--- src/rtl/gpio_port_pkg.sv ---
package gpio_port_pkg;
  localparam int ADDR_W  = 3;
  localparam int FIELD_W = 4;

  localparam logic [ADDR_W-1:0] A_CFG_LO = 3'd0;
  localparam logic [ADDR_W-1:0] A_IN     = 3'd2;
  localparam logic [ADDR_W-1:0] A_OUT    = 3'd3;
  localparam logic [ADDR_W-1:0] A_SETCLR = 3'd4;
  localparam logic [ADDR_W-1:0] A_CLR    = 3'd5;

  localparam logic [1:0] DIR_INPUT   = 2'b00;
  localparam logic [1:0] SUB_PULL_IN = 2'b10;

  typedef struct packed {
    logic [1:0] sub;
    logic [1:0] dir;
  } pin_cfg_t;

  localparam pin_cfg_t CFG_RESET = '{sub: 2'b01, dir: 2'b00};
endpackage

--- src/rtl/gpio_rst_sync.sv ---
module gpio_rst_sync #(
  parameter int STAGES = 2
) (
  input  logic clk,
  input  logic rst_async_n,
  output logic rst_sync_n
);
  logic [STAGES-1:0] chain_q;
  logic [STAGES-1:0] chain_d;

  always_comb begin
    chain_d = {chain_q[STAGES-2:0], 1'b1};
  end

  always_ff @(posedge clk or negedge rst_async_n) begin
    if (!rst_async_n) chain_q <= '0;
    else              chain_q <= chain_d;
  end

  assign rst_sync_n = chain_q[STAGES-1];
endmodule

--- src/rtl/gpio_in_sync.sv ---
module gpio_in_sync #(
  parameter int WIDTH  = 16,
  parameter int STAGES = 2
) (
  input  logic             clk,
  input  logic             rst_n,
  input  logic [WIDTH-1:0] raw_in,
  output logic [WIDTH-1:0] sync_out
);
  logic [STAGES-1:0][WIDTH-1:0] stage_q;
  logic [STAGES-1:0][WIDTH-1:0] stage_d;

  always_comb begin
    stage_d[0] = raw_in;
    for (int s = 1; s < STAGES; s++) stage_d[s] = stage_q[s-1];
  end

  always_ff @(posedge clk or negedge rst_n) begin
    if (!rst_n) stage_q <= '0;
    else        stage_q <= stage_d;
  end

  assign sync_out = stage_q[STAGES-1];
endmodule

--- src/rtl/gpio_regs.sv ---
module gpio_regs
  import gpio_port_pkg::*;
#(
  parameter int NUM_PINS = 16,
  parameter int DATA_W   = 32
) (
  input  logic                        clk,
  input  logic                        rst_n,
  input  logic                        wr_en,
  input  logic [ADDR_W-1:0]           wr_addr,
  input  logic [DATA_W-1:0]           wr_data,
  output logic [NUM_PINS*FIELD_W-1:0] cfg_flat,
  output logic [NUM_PINS-1:0]         odr
);
  localparam int CFG_BITS  = NUM_PINS * FIELD_W;
  localparam int CFG_WORDS = CFG_BITS / DATA_W;

  logic [CFG_BITS-1:0] cfg_q, cfg_d;
  logic [CFG_WORDS-1:0] cfg_we;
  logic                 cfg_en;
  logic [NUM_PINS-1:0]  odr_q, odr_d;
  logic                 odr_en;
  logic [NUM_PINS-1:0]  set_mask, clr_mask;

  assign set_mask = wr_data[NUM_PINS-1:0];
  assign clr_mask = wr_data[DATA_W-1 -: NUM_PINS];

  for (genvar k = 0; k < CFG_WORDS; k++) begin : g_cfg_word
    localparam logic [ADDR_W-1:0] WORD_ADDR = A_CFG_LO + ADDR_W'(k);
    assign cfg_we[k] = wr_en && (wr_addr == WORD_ADDR);
    always_comb begin
      cfg_d[k*DATA_W +: DATA_W] = cfg_we[k] ? wr_data : cfg_q[k*DATA_W +: DATA_W];
    end
  end

  assign cfg_en = |cfg_we;

  always_comb begin
    odr_d  = odr_q;
    odr_en = 1'b0;
    if (wr_en) begin
      case (wr_addr)
        A_OUT: begin
          odr_d  = set_mask;
          odr_en = 1'b1;
        end
        A_SETCLR: begin
          odr_d  = (odr_q & ~clr_mask) | set_mask;
          odr_en = 1'b1;
        end
        A_CLR: begin
          odr_d  = odr_q & ~set_mask;
          odr_en = 1'b1;
        end
        default: ;
      endcase
    end
  end

  always_ff @(posedge clk or negedge rst_n) begin
    if (!rst_n)      cfg_q <= {NUM_PINS{CFG_RESET}};
    else if (cfg_en) cfg_q <= cfg_d;
  end

  always_ff @(posedge clk or negedge rst_n) begin
    if (!rst_n)      odr_q <= '0;
    else if (odr_en) odr_q <= odr_d;
  end

  assign cfg_flat = cfg_q;
  assign odr      = odr_q;

  AST_SET_WINS: assert property (@(posedge clk) disable iff (!rst_n)
    (wr_en && wr_addr == A_SETCLR) |=> ((odr_q & $past(set_mask)) == $past(set_mask)));
  AST_CLR_APPLIED: assert property (@(posedge clk) disable iff (!rst_n)
    (wr_en && wr_addr == A_SETCLR) |=> ((odr_q & $past(clr_mask & ~set_mask)) == '0));
  AST_CLR_ONLY: assert property (@(posedge clk) disable iff (!rst_n)
    (wr_en && wr_addr == A_CLR) |=> ((odr_q & $past(set_mask)) == '0));
  AST_CFG_HOLD: assert property (@(posedge clk) disable iff (!rst_n)
    !wr_en |=> $stable(cfg_q));
endmodule

--- src/rtl/gpio_pin_ctrl.sv ---
module gpio_pin_ctrl
  import gpio_port_pkg::*;
(
  input  logic                  clk,
  input  logic                  rst_n,
  input  logic [FIELD_W-1:0]    cfg,
  input  logic                  odr_bit,
  input  logic                  alt_bit,
  output logic                  drv_val,
  output logic                  drv_en,
  output logic                  pull_up,
  output logic                  pull_dn
);
  pin_cfg_t fld;
  logic     is_output;
  logic     open_drain;
  logic     src_val;

  assign fld        = pin_cfg_t'(cfg);
  assign is_output  = (fld.dir != DIR_INPUT);
  assign open_drain = fld.sub[0];
  assign src_val    = fld.sub[1] ? alt_bit : odr_bit;

  always_comb begin
    drv_val = 1'b0;
    drv_en  = 1'b0;
    pull_up = 1'b0;
    pull_dn = 1'b0;
    if (is_output) begin
      if (open_drain) begin
        drv_en = ~src_val;
      end else begin
        drv_en  = 1'b1;
        drv_val = src_val;
      end
    end else if (fld.sub == SUB_PULL_IN) begin
      pull_up = odr_bit;
      pull_dn = ~odr_bit;
    end
  end

  AST_PULL_EXCLUSIVE: assert property (@(posedge clk) disable iff (!rst_n)
    !(pull_up && pull_dn));
  AST_INPUT_UNDRIVEN: assert property (@(posedge clk) disable iff (!rst_n)
    (fld.dir == DIR_INPUT) |-> (!drv_en && !drv_val));
  AST_OUT_NO_PULL: assert property (@(posedge clk) disable iff (!rst_n)
    is_output |-> (!pull_up && !pull_dn));
  AST_OD_NEVER_HIGH: assert property (@(posedge clk) disable iff (!rst_n)
    (is_output && open_drain) |-> !drv_val);
endmodule

--- src/rtl/gpio_port_ctrl.sv ---
module gpio_port_ctrl
  import gpio_port_pkg::*;
#(
  parameter int NUM_PINS    = 16,
  parameter int DATA_W      = 32,
  parameter int SYNC_STAGES = 2,
  parameter int RST_STAGES  = 2
) (
  input  logic                clk,
  input  logic                rst_n,
  input  logic [ADDR_W-1:0]   bus_addr,
  input  logic                bus_we,
  input  logic [DATA_W-1:0]   bus_wdata,
  output logic [DATA_W-1:0]   bus_rdata,
  input  logic [NUM_PINS-1:0] alt_out,
  input  logic [NUM_PINS-1:0] pad_in,
  output logic [NUM_PINS-1:0] pad_out,
  output logic [NUM_PINS-1:0] pad_oe,
  output logic [NUM_PINS-1:0] pad_pu,
  output logic [NUM_PINS-1:0] pad_pd
);
  localparam int CFG_BITS  = NUM_PINS * FIELD_W;
  localparam int CFG_WORDS = CFG_BITS / DATA_W;
  localparam int PAD_W     = DATA_W - NUM_PINS;

  logic                rst_int_n;
  logic [CFG_BITS-1:0] cfg_flat;
  logic [NUM_PINS-1:0] odr;
  logic [NUM_PINS-1:0] in_sync;

  gpio_rst_sync #(.STAGES(RST_STAGES)) i_rst_sync (
    .clk         (clk),
    .rst_async_n (rst_n),
    .rst_sync_n  (rst_int_n)
  );

  gpio_regs #(.NUM_PINS(NUM_PINS), .DATA_W(DATA_W)) i_regs (
    .clk      (clk),
    .rst_n    (rst_int_n),
    .wr_en    (bus_we),
    .wr_addr  (bus_addr),
    .wr_data  (bus_wdata),
    .cfg_flat (cfg_flat),
    .odr      (odr)
  );

  gpio_in_sync #(.WIDTH(NUM_PINS), .STAGES(SYNC_STAGES)) i_in_sync (
    .clk      (clk),
    .rst_n    (rst_int_n),
    .raw_in   (pad_in),
    .sync_out (in_sync)
  );

  for (genvar p = 0; p < NUM_PINS; p++) begin : g_pin
    gpio_pin_ctrl i_pin (
      .clk     (clk),
      .rst_n   (rst_int_n),
      .cfg     (cfg_flat[p*FIELD_W +: FIELD_W]),
      .odr_bit (odr[p]),
      .alt_bit (alt_out[p]),
      .drv_val (pad_out[p]),
      .drv_en  (pad_oe[p]),
      .pull_up (pad_pu[p]),
      .pull_dn (pad_pd[p])
    );
  end

  always_comb begin
    bus_rdata = '0;
    for (int k = 0; k < CFG_WORDS; k++) begin
      if (bus_addr == A_CFG_LO + ADDR_W'(k)) bus_rdata = cfg_flat[k*DATA_W +: DATA_W];
    end
    case (bus_addr)
      A_IN:    bus_rdata = {{PAD_W{1'b0}}, in_sync};
      A_OUT:   bus_rdata = {{PAD_W{1'b0}}, odr};
      default: ;
    endcase
  end

  AST_IN_UPPER_ZERO: assert property (@(posedge clk) disable iff (!rst_int_n)
    (bus_addr == A_IN) |-> (bus_rdata[DATA_W-1:NUM_PINS] == '0));
  AST_STROBE_READS_ZERO: assert property (@(posedge clk) disable iff (!rst_int_n)
    (bus_addr == A_SETCLR || bus_addr == A_CLR) |-> (bus_rdata == '0));
endmodule

--- config.mk ---
export PLATFORM = sky130hd
export DESIGN_NAME = gpio_port_ctrl
export DESIGN_NICKNAME = d
export VERILOG_FILES = /design/src/rtl/gpio_port_pkg.sv /design/src/rtl/gpio_rst_sync.sv /design/src/rtl/gpio_in_sync.sv /design/src/rtl/gpio_regs.sv /design/src/rtl/gpio_pin_ctrl.sv /design/src/rtl/gpio_port_ctrl.sv
export SDC_FILE = /design/constraint.sdc
export NUM_CORES = 1
export LEC_CHECK = 0
export BUFFER_PORTS_ARGS = -buffer_cell sky130_fd_sc_hd__buf_4
export CORE_MARGIN = 2
export CORE_UTILIZATION = 57
export DETAILED_ROUTE_END_ITERATION = 6
export GPL_TIMING_DRIVEN = 0
export HOLD_SLACK_MARGIN = 0.08
export PLACE_DENSITY_LB_ADDON = 0.3
export SLEW_MARGIN = 20
export SYNTH_ARGS = -nofsm -noshare
export SYNTH_HDL_FRONTEND = slang
export SYNTH_HIERARCHICAL = 1
export SYNTH_SLANG_ARGS = --single-unit
--- constraint.sdc ---
create_clock -name clk -period 10.15 [get_ports clk]
set_input_delay 1.5225 -clock clk [delete_from_list [all_inputs] [get_ports clk]]
set_output_delay 1.5225 -clock clk [all_outputs]
set_load 0.1 [all_outputs]
## Word-level counts from Yosys, hierarchy flattened

Cells that the tools add are included.

| cells by class | value |
|---|---|
| eq/ne operators | 21 |
| multiplexer cells | 150 |
| reduce and logical (&&, ||, !) cells | 25 |
| bitwise gates (word level) | 37 |

Operators by type and width:

| operator | count |
|---|---|
| $mux W1 | 146 |
| $mux W32 | 2 |
| $pmux W32 S2 | 1 |
| $pmux W16 S3 | 1 |
| $and A16 B16 Y16 | 2 |
| $eq A2 B2 Y1 const B | 16 |
| $not A1 Y1 | 32 |
| $not A16 Y16 | 2 |
| $reduce_bool A2 Y1 | 16 |
| $or A16 B16 Y16 | 1 |
| $eq A3 B2 Y1 const B | 2 |
| $eq A3 B3 Y1 const B | 2 |
| $reduce_and A2 Y1 | 2 |
| $eq A3 B1 Y1 const B | 1 |
| $logic_not A3 Y1 | 1 |
| $reduce_and A3 Y1 | 1 |
| $reduce_bool A3 Y1 | 1 |
| $reduce_or A3 Y1 | 1 |
| $logic_and A1 B1 Y1 | 2 |
| $reduce_or A2 Y1 | 1 |

| word-level totals | value |
|---|---|
| output and inout port bits | 96 |
| input port bits | 70 |
| word-level logic and storage cells | 239 |
| flip-flop bits (word level) | 114 |

## Longest topological paths before layout

| logic depth | value |
|---|---|
| depth in word-level cells | 5 |
| gate-level depth with buffers | 6 |
| gate-level depth less buffers | 4 |

## Cells and area by module

The synthesis kept the hierarchy.

By module, submodules not included:

| module | instances | cells an instance | area each (um2) | sequential area each (um2) |
|---|---|---|---|---|
| gpio_regs | 1 | 197 | 3171.8 | 2021.9 |
| gpio_pin_ctrl | 16 | 6 | 65.1 | 0.0 |
| gpio_port_ctrl | 1 | 95 | 805.8 | 0.0 |
| gpio_in_sync | 1 | 32 | 800.8 | 800.8 |
| gpio_rst_sync | 1 | 3 | 53.8 | 50.0 |

## Least setup slack after synthesis

No wires, ideal clock.

| timing path | value |
|---|---|
| path kind | input port to output port |
| start point | input bus_addr[0] |
| end point | output bus_rdata[13] |
| path slack | 5.100 ns |
| required time | 8.628 ns |
| path buffers | 3 |
| stages | 5 |
| data arrival time | 3.527 ns |
| path through | buf_6 nand2b_1 buf_2 buf_2 o22ai_1 |

| on the way | value |
|---|---|
| cells in the longest elaborated chain, start to end | 4 |
| elaborated cells on any way between the ends | 7 |
| those cells by class | 3 x eq/ne; 3 x mux; 1 x reduce/logical |

Ends and longest elaborated chain:

| item | RTL line | text |
|---|---|---|
| start: declaration | gpio_port_ctrl.sv:11 | `input logic [ADDR_W-1:0] bus_addr,` |
| $logic_not A3 Y1 | gpio_port_ctrl.sv:71 | `if (bus_addr == A_CFG_LO + ADDR_W'(k)) bus_rdata = cfg_flat[k*DATA_W +: DATA_W];` |
| $mux W32 (2 in series) | gpio_port_ctrl.sv:71 |  |
| $pmux W32 S2 * | gpio_port_ctrl.sv:73 | `case (bus_addr)` |
| end: declaration | gpio_port_ctrl.sv:14 | `output logic [DATA_W-1:0] bus_rdata,` |

Mark *: on every way between the ends. The rest lies on a longest branch, timed or not.

## Worst setup path in the final report

| timing path | value |
|---|---|
| start point | input bus_addr[0] |
| end point | output bus_rdata[7] |

Same word-level chain as after synthesis.

==> results.md <==
* Cell count after synthesis at 423
* Register area at 2877 um^2
* Multi-input logic area at 2835 um^2
* Count of synthesis-stage warnings from yosys at 6
* Unrepaired setup endpoints after global routing: no
* First-pass GRT wire length at 24160 um
* Number of buffers on the longest clock path at 2
* Max Fanout on Critical Path at 10
* Die extent in y at 105.5 um
* Count of hold buffers inserted by post-cts repair at 0
* Last weighted congestion value of the routability-driven placer at 0.8516
* Number of nets at the end of the flow at 678
* Global-route total usage across every layer at 0.2811
* Cell-internal power at 1.124 mW
* Final global-route overflow total at 0
* Vias/cell at 5.871
* Worst hold slack at 0.3467 ns
* Die Span X at 105.5 um
* End point of the worst hold path: i_in_sync/sync_out[6]$_DFF_PN0_
* Floorplan row count at 37
* Type of the worst setup path: in -> out
* Design Power at 1.987 mW
* Arrival time at the worst endpoint at 2.91 ns
* Layout cells sized above 1 at 0.5958
* Achievable clock frequency at 225.6 MHz
* Detailed Route Iter0 Violations at 221
* Number of global-route vias before repair at 4463
* Slew at the pin closest to its max-slew limit at 0.7316 ns
* Buffers inserted by post-CTS timing repair at 0
* WL per Instance at 20.26 um
* Clock tree from TritonCTS: built
* Final-report hold violation count at 0
* Sequential fraction of the synthesis area at 0.4891
* Most frequent cells in the layout: sky130_fd_sc_hd__buf_4, sky130_fd_sc_hd__dfrtp_1, sky130_fd_sc_hd__mux2_2
* Number of antenna violations at the first check in global routing at 0
* Level count of the clock H-tree at 4
* Number of search-and-repair iterations in the first detailed-routing pass at 4
* Switching power total at 863.2 uW
* Critical Path Stages at 7
* Fraction of power spent switching nets at 0.4344
* CTS Sinks at 114
* Resize count post-CTS at 0
* WL final at 15340 um
* Portion of synthesized cell area occupied by the leading cell type at 0.4176
* Post-synthesis cell type with the largest combined area: sky130_fd_sc_hd__dfrtp_1
* Run status: completed
* Logic depth of the worst register-to-register path at 1
* Lkg Pwr at 3.702 nW
* Reg-to-reg setup timing slack at 8.99 ns
* Critical-path cell with the highest stage delay: sky130_fd_sc_hd__buf_4
* Worst-case headroom to the max-slew limit at 0.5110
* Commonest non-fill, non-tap cell in the layout: sky130_fd_sc_hd__buf_4
* Average footprint of a synthesized cell at 13.88 um^2
* Largest cells by area after synthesis: sky130_fd_sc_hd__dfrtp_1, sky130_fd_sc_hd__mux2_2, sky130_fd_sc_hd__mux2i_1
* IR drop worst, VDD at 0.0002007 V
* FF+latch count, synth at 114
* Setup TNS at 0 ns
* Crit path launch type: input pin
* Initial standard-cell utilization of the core at 0.5767
* Worst stage delay on the critical path at 0.32 ns
* Clock network fraction of total power at 0.272
* Launch instance of the worst register-to-register path: i_rst_sync/chain_q[1]$_DFF_PN0_
* Critical Path End Type: output pin
* Area growth from synthesis to layout at 33.89%
* Die area at 11130 um^2
* Endpoint of the most critical register-to-register path: i_regs/cfg_flat[38]$_DFFE_PN1P_
* Startpoint of the most critical hold path: i_in_sync/stage_d[22]$_DFF_PN0_
* Core occupancy in the finished layout at 0.7721
* Portion of total power attributed to sequential cells at 0.325
* Number of failing setup endpoints in the final timing report at 0
* Worst Clk Skew at 0.008762 ns
* Port-buffer cells at 165
* Remaining design rule violation count at 0
* Count of max-cap constraint violations at 0
* PD cells at 252.7 nW/um^2
* Syn Nets at 493
* Number of placed I/O pins at 166
* Series of cell instances along the critical path: buf_4 -> buf_6 -> or2_1 -> buf_6 -> buf_6 -> o22ai_2 -> buf_4
* Dominant cell type by count on the critical path: sky130_fd_sc_hd__buf_6
* Slew Viols, Final at 0
* Area of the placeable core at 10180 um^2
* Fillers at 624
* Crit path launch: bus_addr[0]
* Hold path cells at 0
* Total standard cell area after synthesis at 5873 um^2
* Crit share post-route at 0.4367
* CP top delay family: buffers and inverters
* Logic pwr share at 0.403
* Total buffers and inverters traversed by the critical path at 5
* Time the final worst path needs with I/O delays and setup at 4.433 ns
* Class of the most critical hold timing path: reg -> reg
* Worst-skew pair later-pin latency at 0.51 ns
* Detailed-placement wirelength estimate at 11330 um
* Via count at 4444
* Count of cell types in the netlist at 30
* Antenna Cells at 0
* Clock root cell: sky130_fd_sc_hd__clkbuf_8
* Maximum number of pins on one net before global-route repair at 60
* Post-detailed-route count of antenna-violating nets at 0
* Required time worst endpoint at 8.63 ns
* Clock-pin transition on the worst setup and hold timing paths at 0.05 ns
* TritonCTS buffer count at 17
==> worst max-delay path by stage <==
| stage | slack (ns) | endpoint |
|---|---|---|
| 3_3_place_gp | 5.70 | i_regs/cfg_flat[51]$_DFFE_PN0P_ |
| 4_1_cts | 5.73 | bus_rdata[12] |
| 5_1_grt | 5.68 | bus_rdata[27] |
| 6_report | 5.72 | bus_rdata[7] |
| 2_1_floorplan | 5.10 | bus_rdata[13] |
| 3_5_place_dp | 5.74 | bus_rdata[27] |
==> per-layer routing <==
| layer | global-route usage | routed length [um] |
|---|---|---|
| met5 | 0 | 0 |
| met4 | 0.09211 | 248 |
| met3 | 0.06184 | 981 |
| met2 | 0.4650 | 7717 |
| met1 | 0.3703 | 6392 |
==> power by group through the flow <==
stage	clock, mW	sequential, mW	combinational [mW]
floorplan	0	0.619	0.658
global placement	0	0.648	0.779
detailed placement	0	0.650	0.798
CTS	0.546	0.645	0.802
global route	0.568	0.659	0.828
finish	0.540	0.646	0.800
==> kinds of logic (layout without fill, tap and decap cells) <==
kind of cell	count (synthesis)	after routing	synth area share
compound gates	65	65	0.1008
buf+inv	25	223	0.02812
mux	128	128	0.2454
other cells	1	1	0.0006385
flops	114	114	0.4891
simple gates	90	90	0.1359
==> Yosys cell counts, drive strengths merged <==
cell / number
o22ai: 16
and3b: 1
conb: 1
o221ai: 16
mux2: 80
nor4b: 1
dfstp: 16
and4bb: 16
or2: 2
nand2b: 2
clkbuf: 3
a21oi: 16
nand2: 1
nor2b: 1
buf: 22
o21a: 1
nor2: 32
nor3b: 16
and2: 1
mux2i: 48
nor4bb: 1
and4b: 16
dfrtp: 98
a22o: 16
==> flip-flops by register name, indices dropped and copies added (netlist names) <==
signal              flops
i_regs/cfg_flat        64
i_rst_sync/chain_q      2
i_in_sync/stage_d      16
i_regs/odr             16
i_in_sync/sync_out     16
==> final cells by class <==
cell class	count	area share
tap	136	0.02164
multi-input combinational	284	0.3605
clock buffer	23	0.05935
sequential	114	0.3658
clock inverter	9	0.01066
timing repair buffer	166	0.1610
buffer	25	0.02100
==> through the flow <==
stage / worst slack (ns) / instance area (um^2) / instances
2_1_floorplan: 5.100 / 5873 / 423
4_1_cts: 5.734 / 7864 / 757
6_report: 5.717 / 7864 / 757
5_1_grt: 5.676 / 7864 / 757
3_5_place_dp: 5.743 / 7313 / 725
3_3_place_gp: 5.704 / 7282 / 724
Note: power is estimated with default switching activity, not from simulation.
